## src/rtl/bru_pkg.sv

```systemverilog
package bru_pkg;

   typedef enum logic [2:0] {
      K_NONE  = 3'd0,
      K_BCMP  = 3'd1,
      K_BFLAG = 3'd2,
      K_JUMP  = 3'd3,
      K_CALL  = 3'd4,
      K_RET   = 3'd5,
      K_JIND  = 3'd6,
      K_SETF  = 3'd7
   } bkind_e;

   typedef enum logic [2:0] {
      REL_EQ = 3'd0,
      REL_NE = 3'd1,
      REL_GT = 3'd2,
      REL_LE = 3'd3,
      REL_LT = 3'd4,
      REL_GE = 3'd5
   } rel_e;

   typedef struct packed {
      logic eq;
      logic lt_s;
      logic lt_u;
   } cflags_t;

   // Turn a flag triple into a relation outcome.
   function automatic logic rel_true(input logic [2:0] r, input logic sgn,
                                     input cflags_t f);
      logic lt;
      lt = sgn ? f.lt_s : f.lt_u;
      case (r)
         REL_EQ:  rel_true = f.eq;
         REL_NE:  rel_true = !f.eq;
         REL_GT:  rel_true = !lt && !f.eq;
         REL_LE:  rel_true = lt || f.eq;
         REL_LT:  rel_true = lt;
         REL_GE:  rel_true = !lt;
         default: rel_true = 1'b0;
      endcase
   endfunction

endpackage

```

## src/rtl/bru_compare.sv

```systemverilog
module bru_compare
   import bru_pkg::*;
#(
   parameter int XLEN = 32
) (
   input  logic [XLEN-1:0] a,
   input  logic [XLEN-1:0] b,
   input  logic            vs_zero,
   output cflags_t         flags
);
   logic [XLEN-1:0] rhs;

   assign rhs        = vs_zero ? '0 : b;
   assign flags.eq   = (a == rhs);
   assign flags.lt_u = (a < rhs);
   assign flags.lt_s = ($signed(a) < $signed(rhs));

endmodule

```

## src/rtl/bru_flags.sv

```systemverilog
module bru_flags
   import bru_pkg::*;
#(
   parameter bit HAS_FLAGS = 1'b1
) (
   input  logic    clk,
   input  logic    rst,
   input  logic    set,
   input  cflags_t d,
   output cflags_t q,
   output logic    usable
);
   generate
      if (HAS_FLAGS) begin : g_store
         cflags_t held;
         always_ff @(posedge clk) begin
            if (rst)      held <= '0;
            else if (set) held <= d;
         end
         assign q      = held;
         assign usable = 1'b1;
      end else begin : g_none
         logic unused_in;
         assign unused_in = clk ^ rst ^ set ^ (^d);
         assign q         = '0;
         assign usable    = 1'b0;
      end
   endgenerate

endmodule

```

## src/rtl/bru_target.sv

```systemverilog
module bru_target #(
   parameter int XLEN       = 32,
   parameter int DISP_W     = 10,
   parameter int INSN_BYTES = 4
) (
   input  logic [XLEN-1:0]   pc,
   input  logic [DISP_W-1:0] disp,
   input  logic [XLEN-1:0]   base,
   output logic [XLEN-1:0]   rel_tgt,
   output logic [XLEN-1:0]   seq_pc,
   output logic [XLEN-1:0]   ind_tgt
);
   localparam int SH = $clog2(INSN_BYTES);

   logic [XLEN-1:0] disp_ext;

   assign disp_ext = {{(XLEN-DISP_W){disp[DISP_W-1]}}, disp};
   assign rel_tgt  = pc + (disp_ext << SH);
   assign seq_pc   = pc + XLEN'(INSN_BYTES);
   assign ind_tgt  = {base[XLEN-1:SH], {SH{1'b0}}};

endmodule

```

## src/rtl/branch_resolve_unit.sv

```systemverilog
module branch_resolve_unit
   import bru_pkg::*;
#(
   parameter int XLEN       = 32,
   parameter int DISP_W     = 10,
   parameter int INSN_BYTES = 4,
   parameter bit HAS_FLAGS  = 1'b1
) (
   input  logic              clk,
   input  logic              rst,
   input  logic              in_valid,
   input  logic [2:0]        kind,
   input  logic [2:0]        rel,
   input  logic              cmp_signed,
   input  logic              cmp_zero,
   input  logic [XLEN-1:0]   opa,
   input  logic [XLEN-1:0]   opb,
   input  logic [XLEN-1:0]   pc,
   input  logic [DISP_W-1:0] disp,
   output logic              out_valid,
   output logic              taken,
   output logic [XLEN-1:0]   next_pc,
   output logic              link_we,
   output logic [XLEN-1:0]   link_data
);
   generate
      if (XLEN < 8) begin : g_bad_xlen
         $error("XLEN must be at least 8");
      end
      if (DISP_W < 2 || DISP_W >= XLEN) begin : g_bad_disp
         $error("DISP_W must lie in 2..XLEN-1");
      end
      if (INSN_BYTES < 2 || (INSN_BYTES & (INSN_BYTES - 1)) != 0) begin : g_bad_insn
         $error("INSN_BYTES must be a power of two, at least 2");
      end
   endgenerate

   cflags_t         live_f, held_f;
   logic            flags_ok;
   logic [XLEN-1:0] rel_tgt, seq_pc, ind_tgt;
   logic            set_f;
   logic            tk_c, lw_c;
   logic [XLEN-1:0] npc_c;
   bkind_e          k;

   assign k     = bkind_e'(kind);
   assign set_f = in_valid && (k == K_SETF);

   bru_compare #(.XLEN(XLEN)) u_cmp (
      .a       (opa),
      .b       (opb),
      .vs_zero (cmp_zero),
      .flags   (live_f)
   );

   bru_flags #(.HAS_FLAGS(HAS_FLAGS)) u_flags (
      .clk    (clk),
      .rst    (rst),
      .set    (set_f),
      .d      (live_f),
      .q      (held_f),
      .usable (flags_ok)
   );

   bru_target #(.XLEN(XLEN), .DISP_W(DISP_W), .INSN_BYTES(INSN_BYTES)) u_tgt (
      .pc      (pc),
      .disp    (disp),
      .base    (opa),
      .rel_tgt (rel_tgt),
      .seq_pc  (seq_pc),
      .ind_tgt (ind_tgt)
   );

   always_comb begin
      tk_c = 1'b0;
      lw_c = 1'b0;
      case (k)
         K_BCMP:  tk_c = rel_true(rel, cmp_signed, live_f);
         K_BFLAG: tk_c = flags_ok && rel_true(rel, cmp_signed, held_f);
         K_JUMP:  tk_c = 1'b1;
         K_CALL:  begin tk_c = 1'b1; lw_c = 1'b1; end
         K_RET:   tk_c = 1'b1;
         K_JIND:  tk_c = 1'b1;
         default: tk_c = 1'b0;
      endcase
      if (!tk_c)                           npc_c = seq_pc;
      else if (k == K_RET || k == K_JIND)  npc_c = ind_tgt;
      else                                 npc_c = rel_tgt;
   end

   always_ff @(posedge clk) begin
      if (rst) begin
         out_valid <= 1'b0;
         taken     <= 1'b0;
         next_pc   <= '0;
         link_we   <= 1'b0;
         link_data <= '0;
      end else begin
         out_valid <= in_valid;
         taken     <= in_valid && tk_c;
         next_pc   <= in_valid ? npc_c : '0;
         link_we   <= in_valid && lw_c;
         link_data <= (in_valid && lw_c) ? seq_pc : '0;
      end
   end

endmodule

```

## config.mk

```make
export PLATFORM = sky130hd
export DESIGN_NAME = branch_resolve_unit
export DESIGN_NICKNAME = d
export VERILOG_FILES = /design/src/rtl/bru_pkg.sv /design/src/rtl/bru_compare.sv /design/src/rtl/bru_flags.sv /design/src/rtl/bru_target.sv /design/src/rtl/branch_resolve_unit.sv
export SDC_FILE = /design/constraint.sdc
export NUM_CORES = 1
export LEC_CHECK = 0
export BUFFER_PORTS_ARGS = -buffer_cell sky130_fd_sc_hd__buf_2
export CAP_MARGIN = 5
export CORE_MARGIN = 1.5
export CORE_UTILIZATION = 45
export CTS_CLUSTER_SIZE = 14
export DETAILED_ROUTE_END_ITERATION = 10
export MAX_ROUTING_LAYER = met4
export PLACE_DENSITY = 0.73
export SYNTH_ARGS = -nofsm -noshare
export SYNTH_HDL_FRONTEND = slang
export SYNTH_SLANG_ARGS = --single-unit
```

## constraint.sdc

```tcl
create_clock -name clk -period 5.3 [get_ports clk]
set_input_delay 1.06 -clock clk [delete_from_list [all_inputs] [get_ports clk]]
set_output_delay 1.06 -clock clk [all_outputs]
set_load 0.01 [all_outputs]
```

Word-level counts from Yosys, hierarchy flattened
Cells that the tools add are included.
Widths: inputs -> output; s select.
{ "word_totals": {"wordCells": 52, "output_inout_bits": 67, "in_bits": 117, "register_bits": 70} }
{ "classes": {"addsub": 2, "n_reduce_logical": 16, "bitwise": 2, "n_mux": 9, "n_eq_ne": 13, "magnitude_cmp": 2} }
{ "op_table": {"columns": ["cell", "count"], "rows": [
  ["$mux 32", 3],
  ["$lt 32x32->1", 2],
  ["$add 32x3->32 const B", 1],
  ["$add 32x32->32", 1],
  ["$eq 32x32->1", 1],
  ["$eq 3x3->1 const B", 6],
  ["$eq 3x2->1 const B", 4],
  ["$pmux 1 s6", 2],
  ["$eq 3x1->1 const B", 2],
  ["$logic_and 1x1->1", 5],
  ["$logic_not 1->1", 4],
  ["$reduce_or 2->1", 2],
  ["$reduce_or 4->1", 1],
  ["$logic_not 3->1", 1],
  ["$logic_or 1x1->1", 3],
  ["$mux 1", 3],
  ["$pmux 1 s3", 1],
  ["$not 1->1", 2]
]} }

Logic depth before layout (Yosys ltp)
Gate-level depths: netlist of run 1.
{ "depth": {"word_depth": 8, "ltp_mapped": 13, "ltp_nobuf": 12} }

Cells and area by module
A second synthesis of run 1 with hierarchy kept.
{ "hier_totals": {"cells_unflattened": 750, "hier_area_um2": 6264.8} }
{ "modules_own_cells": {"columns": ["module", "instances", "cells_each", "seq_area_each_um2", "area_each_um2"], "rows": [
  ["branch_resolve_unit", 1, 279, 1341.3, 2819.0],
  ["bru_target", 1, 341, 0.0, 2417.3],
  ["bru_compare", 1, 119, 0.0, 915.9],
  ["bru_flags", 1, 11, 60.1, 112.6]
]} }

Least setup slack after synthesis of run 1
No wires, ideal clock.
{ "synth_timing": {"kind": "input to register", "from": "input port cmp_zero", "to": "register next_pc[16]", "path_stages": 13, "arrival_time_ns": 3.947, "path_slack_ns": 1.266, "path_buffers": 2, "setup_time_ns": 0.087, "required_ns": 5.213, "cell_sequence": "clkbuf_1 -> nand2b_1 -> ha_1 -> a21oi_1 -> nand2_1 -> a21o_1 -> o41ai_2 -> nand2_2 -> a2111o_1 -> o31a_1 -> buf_2 -> or4_1 -> o31ai_1"} }
{ "synth_via": {"elab_chain_len": 8, "word_cells_on_any_way": 12, "cone_classes": "2 x order compare; 1 x eq/ne; 5 x mux; 4 x reduce/logical"} }
{ "synth_lines": {"columns": ["item", "line", "source"], "rows": [
  ["start, declared", "branch_resolve_unit.sv:15", "input logic cmp_zero,"],
  ["$mux 32 (*)", "bru_compare.sv:13", "assign rhs = vs_zero ? '0 : b;"],
  ["$lt 32x32->1, on equally long branches", "bru_compare.sv:15, bru_compare.sv:16", null],
  ["$mux 1", "bru_pkg.sv:33", "lt = sgn ? f.lt_s : f.lt_u;"],
  ["$logic_not 1->1", "bru_pkg.sv:37, bru_pkg.sv:40", null],
  ["$logic_and 1x1->1", "bru_pkg.sv:37", "REL_GT: rel_true = !lt && !f.eq;"],
  ["$pmux 1 s6 (*)", "bru_pkg.sv:34", "case (r)"],
  ["$pmux 1 s3 (*)", "branch_resolve_unit.sv:77", "case (k)"],
  ["$mux 32 (*)", "branch_resolve_unit.sv:86", "if (!tk_c) npc_c = seq_pc;"],
  ["end signal, assigned", "branch_resolve_unit.sv:101", "next_pc <= in_valid ? npc_c : '0;"],
  ["end, declared", "branch_resolve_unit.sv:22", "output logic [XLEN-1:0] next_pc,"]
]} }
Every way passes the cells marked *; elsewhere a longest branch is shown, timed or not.
A chain may end at the register's enable or synchronous reset.

Worst setup path in the final report of run 1
{ "layout_timing": {"from": "input port cmp_zero", "to": "register next_pc[29]"} }
Same word-level chain as after synthesis.

==> flow_summary.yaml, run 1 <==
run_status:
  status: "finished clean"
synth:
  synthAdderAreaFrac: 0.1410
  synth_top_family_by_area: "compound AO/OA/AOI/OAI gates"
  seq_area_frac_synth: 0.2482
  synthCells: 704
  synth_compound_area_frac: 0.2396
  synth_xor_area_frac: 0.08688
  synthSimpleGateAreaFrac: 0.2272
  syn-num-nets: 884
  synth_area_leaders: "dfxtp_1 (25%), ha_1 (14%), xor2_1 (5.7%)"
  netlist_area_sq_mm: 0.005645
  synth.avg_cell_area_sq_um: 8.019
  synthMuxAreaShare: 0.02726
  yosysMostFrequentCell: "nor2_1"
  synth_warnings: 0
  synth_enable_flop_cells: 0
  synth_common_cells: "nor2_1 (82), dfxtp_1 (70), ha_1 (62)"
  ys_types: 57
  synthFlopType: "dfxtp_1"
  async_flop_share: 0
  synth_top_cell_by_area: "dfxtp_1"
  synth_top_area_share: 0.2482
  postSynthRegisterBits: 70
worst_hold_path:
  whs_path_depth: 2
  holdPathEnd: "u_flags.q[0]"
  hp-class: "reg2reg"
  hold_start: "u_flags.q[0]"
route:
  drtIter0Drc: 477
  avgRoutedWirePerCell_um: 16.09
  first_pass_iters: 7
  route.detailed.drc: 0
  postRouteAntennaNets: 0
  vias: 5868
  routed_wl_um: 16920
  post_drt_via_cell_ratio: 5.583
setup_path:
  regToRegStartpoint: "u_flags.q[1]"
  reg2regPathDepth: 8
  cp_max_fo: 32
  cp.required_ns: 5.52
  r2r_end: "next_pc[10]"
  endpoint_kind: "flip-flop"
  cp.arrival_ns: 4.64
  regToRegSetupSlack_ns: 2.37
  criticalPathCategory: "in2reg"
  start_kind: "input port"
floorplanning:
  start_util: 0.4661
  die_area_sq_mm: 0.01323
  die_w_um: 115.0
  core_area_sq_mm: 0.01211
  rows: 40
  fp.dieH_um: 115.0
  io_pins: 184
global_route:
  grt_pass1_wl_um: 26470
  overflow: 0
  antenna_found_initial: 0
  grt_util_all_layers: 0.2622
  grt_max_degree: 54
  first_global_vias: 5337
timing:
  worstMarginPinSlew_ns: 0.8769
  timing.final.crit_share: 0.8341
  rsz0062_at_grt: "false"
  finalHoldViolations: 0
  setup_viol: 0
  max_freq_mhz: 226.2
  fin_skew_ns: 0.009048
  finalSetupTns_ns: 0
  relSlewSlack: 0.4150
  finalCriticalPeriod_ns: 4.421
  drv_slew: 0
clocking:
  cts_num_sinks: 70
  clock_path_buffers: 2
  cts_buffers: 9
  cts_hold_buf: 0
  htree_levels: 3
  clockRootBuffer: "clkbuf_16"
  cts_resized: 0
  cts_tree: "done"
  path_clk_slew_ns: 0.06
  cts_setup_buffers: 0
  clk_latency_ns: 0.33
power:
  ir_drop_mv: 0.1192
  power_density_mw_per_mm2: 242.7
  power_leakage_nw: 3.346
placed_design:
  gp_congestion: 0.9226
  io_buffers: 183
  place_area_sq_mm: 0.006725
  hpwl_um: 13730
cells_and_area:
  area_growth_pct: 24.89
  fill_cells: 1146
  post-route-util: 0.5821
  antenna_cells_inserted: 0
  drive_gt1_frac: 0.2492
  finalNetCount: 1058
  postLayoutCellArea_sq_mm: 0.007051
job:
  drv_cap: 0
## cell families after synthesis
kind of cell / Yosys count
flops: 70
compound gates: 198
fa+ha+maj: 63
buf+inv: 44
simple gates: 258
mux: 15
xor+xnor: 56
## per-layer routing
layer  up-vias  GRT usage  wire length, um
met5         -          -                0
met4         0    0.07325              359
met3        30    0.03321             1350
met2       271     0.3964             7324
met1      2644     0.3673             7880
li1       2923          -                -
## worst max-delay path: stages
cell and delay (ns):
buf_2 0.33, nand2b_1 0.16, ha_1 0.25, a21oi_1 0.15
nand2_1 0.06, a21o_1 0.20, o41ai_2 0.46, nand2_2 0.15
a2111o_1 0.43, o31a_1 0.53, nor2_2 0.46, mux2_2 0.38
## area by class of cell
type	count	area, sq um	share of cell area
Clock inverter	5	82.58	0.01171
Inverter	16	60.06	0.008518
Tap cell	168	210.2	0.02981
Sequential cell	70	1401	0.1988
Timing Repair Buffer	191	975.9	0.1384
Multi-Input combinational cell	590	4078	0.5783
Clock buffer	11	242.7	0.03443
## layout by cell type, fill, tap and decap left out, types with 12 or more instances in the layout
| cell | netlist | final |
|---|---|---|
| buf_2 | 3 | 183 |
| nor2_1 | 82 | 82 |
| dfxtp_1 | 70 | 70 |
| ha_1 | 62 | 62 |
| a21oi_1 | 45 | 45 |
| nand2_1 | 41 | 41 |
| o21ai_0 | 38 | 38 |
| xor2_1 | 37 | 37 |
| nand2b_1 | 37 | 36 |
| nand3_1 | 25 | 25 |
| a21o_1 | 23 | 23 |
| a211oi_1 | 23 | 23 |
| xnor2_1 | 19 | 19 |
| o31ai_1 | 19 | 19 |
| inv_1 | 16 | 16 |
| and3_1 | 14 | 14 |
| nand4_1 | 14 | 14 |
| nor3_1 | 12 | 12 |
| mux2i_1 | 12 | 12 |
## power breakdown
group          total (mW)  switching (mW)  leakage (nW)  internal, mW
registers           0.558         0.00680         0.570         0.551
logic               0.509           0.298          2.62         0.212
clock network       0.644           0.219         0.160         0.425
## worst max-delay path by stage
stage	start	end	slack [ns]
3_5_place_dp	cmp_zero	next_pc[29]	0.58
3_3_place_gp	cmp_zero	next_pc[31]	0.61
2_1_floorplan	cmp_zero	next_pc[16]	1.27
4_1_cts	cmp_zero	next_pc[29]	0.92
6_report	cmp_zero	next_pc[29]	0.88
5_1_grt	cmp_zero	next_pc[10]	0.63
## flip-flops by register name (all words and copies together) (netlist names)
name,flops
link_we,1
taken,1
u_flags.q,3
out_valid,1
link_data,32
next_pc,32
## through the flow
| stage | setup WS (ns) | hold slack [ns] | total power [mW] | instances |
|---|---|---|---|---|
| 2_1_floorplan | 1.266 | 0.4537 | 0.8967 | 704 |
| 3_3_place_gp | 0.6132 | 0.4667 | 1.065 | 1035 |
| 3_5_place_dp | 0.5831 | 0.4767 | 1.070 | 1035 |
| 4_1_cts | 0.9160 | 0.4905 | 1.714 | 1051 |
| 5_1_grt | 0.6275 | 0.5489 | 1.800 | 1051 |
| 6_report | 0.8793 | 0.4886 | 1.711 | 1051 |
Note: power is estimated with default switching activity, not from simulation.
==> run 2: changes to the inputs <==
Settings changed: ABC_AREA from default to 1, PLACE_DENSITY 0.73 to 0.72.
Clock period 5.3 ns to 4.3 ns, I/O delays scaled along.
==> run 2 against run 1 <==
Compared with the run above: first-iteration DRC count shrank 12%; critical path depth is 8 higher; area after synthesis is 6.8% higher; clock skew down 0.0015 ns; combinational power up 28%; synthesized cell count is 31% higher; clock power increased by 23%; non-clock buffer count shrank 3; critical path type unchanged.
==> flow_summary.yaml, run 2 <==
run_status:
  status: "finished clean"
cells_and_area:
  post-route-util: 0.5610
  finalNetCount: 1278
  antenna_cells_inserted: 0
  final_common_cell: "nand2_1"
  drive_gt1_frac: 0.2103
  final_cell_mix: "nand2_1 (224), buf_2 (183), nor2_1 (108)"
  fill_cells: 1365
  area_growth_pct: 22.28
  regArea_sq_mm: 0.001401
  multiInputGateArea_sq_mm: 0.004085
global_route:
  grt_util_all_layers: 0.2498
  grt_pass1_wl_um: 27850
  grt_max_degree: 62
  antenna_found_initial: 0
  met3_usage: 0.04392
  grt_use_met1: 0.3430
  busiest_layer: "met2"
  grtUsageMet2: 0.3823
  overflow: 0
  first_global_vias: 5852
floorplanning:
  start_util: 0.4588
  die_w_um: 118.7
  io_pins: 184
  die_area_sq_mm: 0.01410
  rows: 42
  core_area_sq_mm: 0.01314
  fp.dieH_um: 118.7
placed_design:
  hpwl_um: 13830
  place_ws_ns: 0.4860
  io_buffers: 183
  gp_congestion: 0.9327
route:
  post_drt_via_cell_ratio: 5.041
  routed_wl_um: 17130
  vias: 6448
  postRouteAntennaNets: 0
  first_pass_iters: 5
  route.detailed.drc: 0
  avgRoutedWirePerCell_um: 13.39
  drtIter0Drc: 419
setup_path:
  criticalPathCategory: "in2reg"
  cp.arrival_ns: 3.69
  cp.required_ns: 4.52
  endpoint_kind: "flip-flop"
  regToRegSetupSlack_ns: 2.11
  start_kind: "input port"
  cp_max_fo: 61
power:
  total_power_mw: 2.126
  power_leakage_nw: 3.942
  ir_drop_mv: 0.1786
  swShare: 0.3275
  pwr-share-seq: 0.321
  power_density_mw_per_mm2: 288.5
  comb_power_share: 0.306
  clockPowerShare: 0.373
  p_switching_mw: 0.6963
  intPower_mw: 1.430
clocking:
  cts_resized: 0
  clock_path_buffers: 2
  cts_hold_buf: 0
  path_clk_slew_ns: 0.06
  cts_tree: "done"
  clk_latency_ns: 0.33
  htree_levels: 3
  clockRootBuffer: "clkbuf_16"
  cts_buffers: 9
  cts_num_sinks: 70
  cts_setup_buffers: 0
timing:
  hold-worst-slack_ns: 0.5147
  max_freq_mhz: 288.5
  timing.final.crit_share: 0.8061
  worstMarginPinSlew_ns: 0.6399
  finalSetupTns_ns: 0
  finalHoldViolations: 0
  finalCriticalPeriod_ns: 3.466
  relSlewSlack: 0.5734
  setup_viol: 0
  fin_skew_ns: 0.007552
  drv_slew: 0
  setup_ws_ns: 0.8337
  rsz0062_at_grt: "false"
synth:
  synth_area_leaders: "dfxtp_1 (23%), nand2_1 (14%), ha_1 (13%)"
  synthFlopType: "dfxtp_1"
  postSynthRegisterBits: 70
  synthCells: 925
  async_flop_share: 0
  seq_area_frac_synth: 0.2325
  synth_warnings: 0
  ys_types: 43
  syn-num-nets: 1105
  netlist_area_sq_mm: 0.006027
  synth.avg_cell_area_sq_um: 6.516
  synth_top_area_share: 0.2325
  synth_enable_flop_cells: 0
  yosysMostFrequentCell: "nand2_1"
  synth_common_cells: "nand2_1 (224), nor2_1 (110), inv_1 (100)"
  synth_top_cell_by_area: "dfxtp_1"
worst_hold_path:
  hp-class: "reg2reg"
job:
  drv_cap: 0
run 2: changes by cell type after synthesis, moves of 14 or more:
cell / before / now
clkbuf_1: 25 / 11
a21oi_1: 45 / 89
nor2_1: 82 / 110
nand3_1: 25 / 59
o31ai_1: 19 / 0
a211oi_1: 23 / 1
nand2_1: 41 / 224
nand2b_1: 37 / 0
and3_1: 14 / 0
a21o_1: 23 / 8
inv_1: 16 / 100
run 2: power groups by stage:
stage               Clock [mW]  Sequential [mW]  Combinational (mW)
finish                   0.793            0.683               0.650
global route             0.841            0.685               0.735
CTS                      0.801            0.683               0.647
detailed placement           0            0.697               0.643
global placement             0            0.698               0.636
floorplan                    0            0.711               0.423
run 2: per-layer routing:
| metal | share of wire | vias up | routed length, um |
|---|---|---|---|
| li1 | - | 3376 | - |
| met1 | 0.48 | 2826 | 8197 |
| met2 | 0.44 | 223 | 7541 |
| met4 | 0.014 | 0 | 234 |
| met5 | 0 | - | 0 |
| met3 | 0.067 | 23 | 1156 |
run 2: layout make-up:
class                      instances  area share
multi-input combinational        724      0.5543
sequential                        70      0.1902
timing repair buffer             188      0.1294
inverter                         105     0.05348
clock buffer                      10     0.03107
tap                              176     0.02988
clock inverter                     6     0.01171
run 2: final timing paths:
check / end / from / cells past startpoint
hold / removal: u_flags.q[1] / u_flags.q[1] / 2
hold reg to reg: u_flags.q[1] / u_flags.q[1] / 2
setup reg to reg: next_pc[27] / u_flags.q[1] / 11
setup / recovery: next_pc[24] / cmp_zero / 20
run 2: cell families after synthesis:
kind of cell | Yosys count | synth area share
fa+ha+maj | 63 | 0.1320
mux | 1 | 0.001661
xor+xnor | 44 | 0.06394
simple gates | 457 | 0.3353
flops | 70 | 0.2325
compound gates | 159 | 0.1422
buf+inv | 131 | 0.09238
run 2: through the flow:
| stage | instances | cell area, sq um |
|---|---|---|
| finish | 1279 | 7370 |
| global route | 1279 | 7370 |
| CTS | 1279 | 7370 |
| detailed placement | 1263 | 7054 |
| global placement | 1263 | 7054 |
| floorplan | 925 | 6027 |
run 2: worst max-delay path, stage by stage:
cell,delay [ns]
buf_2,0.10
inv_1,0.04
buf_4,0.28
nand2_1,0.09
ha_1,0.33
nand2_1,0.11
a21oi_1,0.06
nor3_1,0.13
nand2_1,0.07
a21oi_1,0.13
nand2_1,0.10
or2_1,0.26
nand3_1,0.09
nand2_1,0.05
nor2_1,0.11
nand2_2,0.08
nand2_4,0.47
nand3_1,0.17
nand2_1,0.10
nor2_1,0.04
==> run 3: changes to the inputs <==
Settings changed: PLACE_DENSITY 0.72 to 0.75.
Clock period 4.3 ns to 2.78 ns, I/O delays scaled along.
==> run 3 against run 2 <==
Compared with the run above: the flow now finishes with violations (negative setup slack); wire length up 20%; non-clock buffer count up 67; clock skew about the same; sequential cell count unchanged; sequential power up 55%; clock-buffer cell count up 2; sequential share of layout area down 2.8 points; clock power up 61%; cell count up 5.2%; hold slack worse by 0.071 ns; first-iteration DRC count down 5.3%; critical endpoint is now next_pc[21].
==> flow_summary.yaml, run 3 (same netlist as run 2, synthesis figures left out) <==
floorplanning:
  fp.dieH_um: 118.7
  rows: 42
  core_area_sq_mm: 0.01314
  start_util: 0.4588
  die_w_um: 118.7
  io_pins: 184
  die_area_sq_mm: 0.01410
timing:
  finalHoldViolations: 0
  finalCriticalPeriod_ns: 2.815
  setup_ws_ns: -0.03455
  relSlewSlack: 0.6073
  drv_slew: 0
  timing.final.crit_share: 1.012
  fin_skew_ns: 0.007502
  worstMarginPinSlew_ns: 0.5846
  rsz0062_at_grt: "true"
  max_freq_mhz: 355.3
  setup_viol: 25
clocking:
  cts_buffers: 9
  cts_hold_buf: 0
  clk_latency_ns: 0.34
  cts_tree: "done"
  cts_num_sinks: 70
  path_clk_slew_ns: 0.06
  clock_path_buffers: 2
  clockRootBuffer: "clkbuf_16"
  htree_levels: 3
global_route:
  grt_max_degree: 62
  grt_pass1_wl_um: 31420
  antenna_found_initial: 0
  grt_util_all_layers: 0.2879
  first_global_vias: 6728
  overflow: 0
job:
  drv_cap: 0
cells_and_area:
  area_growth_pct: 43.16
  final_cell_mix: "nand2_1 (194), buf_2 (182), nor2_1 (105)"
  antenna_cells_inserted: 0
  post-route-util: 0.6568
  final_common_cell: "nand2_1"
  fill_cells: 1159
  postLayoutCellArea_sq_mm: 0.008628
  finalNetCount: 1345
  drive_gt1_frac: 0.3248
power:
  pwr-share-seq: 0.291
  p_switching_mw: 1.200
  swShare: 0.3303
  comb_power_share: 0.356
  power_leakage_nw: 4.429
  clockPowerShare: 0.353
  intPower_mw: 2.433
  ir_drop_mv: 0.2673
  power_density_mw_per_mm2: 421.1
setup_path:
  cp.arrival_ns: 3.05
  cp.required_ns: 3.01
  cp_max_fo: 12
  start_kind: "input port"
  endpoint_kind: "flip-flop"
  criticalPathCategory: "in2reg"
placed_design:
  place_area_sq_mm: 0.007525
  place_ws_ns: -0.3972
  io_buffers: 183
  hpwl_um: 14580
  gp_congestion: 0.9240
worst_hold_path:
  hp-class: "in2reg"
route:
  routed_wl_um: 20540
  avgRoutedWirePerCell_um: 15.26
  route.detailed.drc: 0
  postRouteAntennaNets: 0
  drtIter0Drc: 397
  first_pass_iters: 5
  vias: 7032
  post_drt_via_cell_ratio: 5.224
run_status:
  status: "finished with violations"
  violations: "negative setup slack"
## run 3: cell count changes in the layout (fill, tap and decap cells not counted), moves of 3 or more
cell | before | now
ha_1 | 62 | 41
a21oi_2 | 0 | 14
buf_4 | 5 | 58
nor2_1 | 108 | 105
a21oi_1 | 89 | 73
nand3_2 | 3 | 11
nand3_1 | 59 | 50
ha_4 | 0 | 20
nand2_1 | 224 | 194
nand2_4 | 3 | 10
buf_16 | 0 | 5
buf_12 | 0 | 6
nand2_2 | 3 | 25
## run 3: layout make-up
cell class	count	area, sq um	area share
timing repair buffer	255	1657	0.1920
clock buffer	12	256.5	0.02973
sequential	70	1401	0.1624
tap	176	220.2	0.02552
clock inverter	4	77.57	0.008991
inverter	105	406.6	0.04713
multi-input combinational	724	4609	0.5342
## run 3: worst max-delay path: stages
cell	delay, ns
buf_8	0.09
clkinv_8	0.06
buf_12	0.13
buf_16	0.14
nand2_4	0.07
ha_4	0.19
nand2_1	0.07
nand2_1	0.08
nand3_2	0.08
nand2_1	0.07
nand2_1	0.08
nand2_2	0.07
a21oi_2	0.15
nand2_2	0.09
or2_4	0.26
nand3_2	0.07
nand2_1	0.05
nor2_2	0.15
nand2_4	0.08
nand2_8	0.15
buf_12	0.16
nand3_1	0.08
nand2_1	0.08
nor2_1	0.04
## run 3: path summary, 6_finish.rpt
check / slack, ns / start / end / cells past startpoint
hold / removal: 0.44 / pc[0] / link_data[0] / 3
setup reg to reg: 0.70 / u_flags.q[1] / next_pc[6] / 11
setup / recovery: -0.03 / cmp_zero / next_pc[21] / 24
hold reg to reg: 0.54 / u_flags.q[2] / u_flags.q[2] / 2
## run 3: timing repair
item	4_1_cts	5_1_grt
setup buffers	3	3
setup endpoints to repair	22	31
gates cloned	7	0
resized for setup	52	61
pin swaps	7	30
## run 3: through the flow
step	total power [mW]	instances	setup TNS (ns)	hold WS, ns
3_5_place_dp	2.166	1319	-11.26	0.4911
2_1_floorplan	1.755	925	0	0.4673
4_1_cts	3.537	1345	-0.2493	0.4411
6_report	3.633	1346	-0.4235	0.4434
5_1_grt	3.840	1346	-3.530	0.4583
3_3_place_gp	2.155	1319	-8.341	0.4873
## run 3: power by group through the flow
stage / clock, mW / sequential, mW / combinational, mW
floorplan: 0 / 1.10 / 0.655
global placement: 0 / 1.08 / 1.08
detailed placement: 0 / 1.08 / 1.09
CTS: 1.29 / 1.06 / 1.19
global route: 1.36 / 1.06 / 1.43
finish: 1.28 / 1.06 / 1.30
## run 3: metal layers
layer  GRT usage  routed length, um  vias to the layer above
met5           -                  0                        -
met4      0.1017                384                        0
met3     0.04875               1163                       31
met2      0.4757              10050                      248
met1      0.3549               8949                     3243
li1            -                  -                     3510
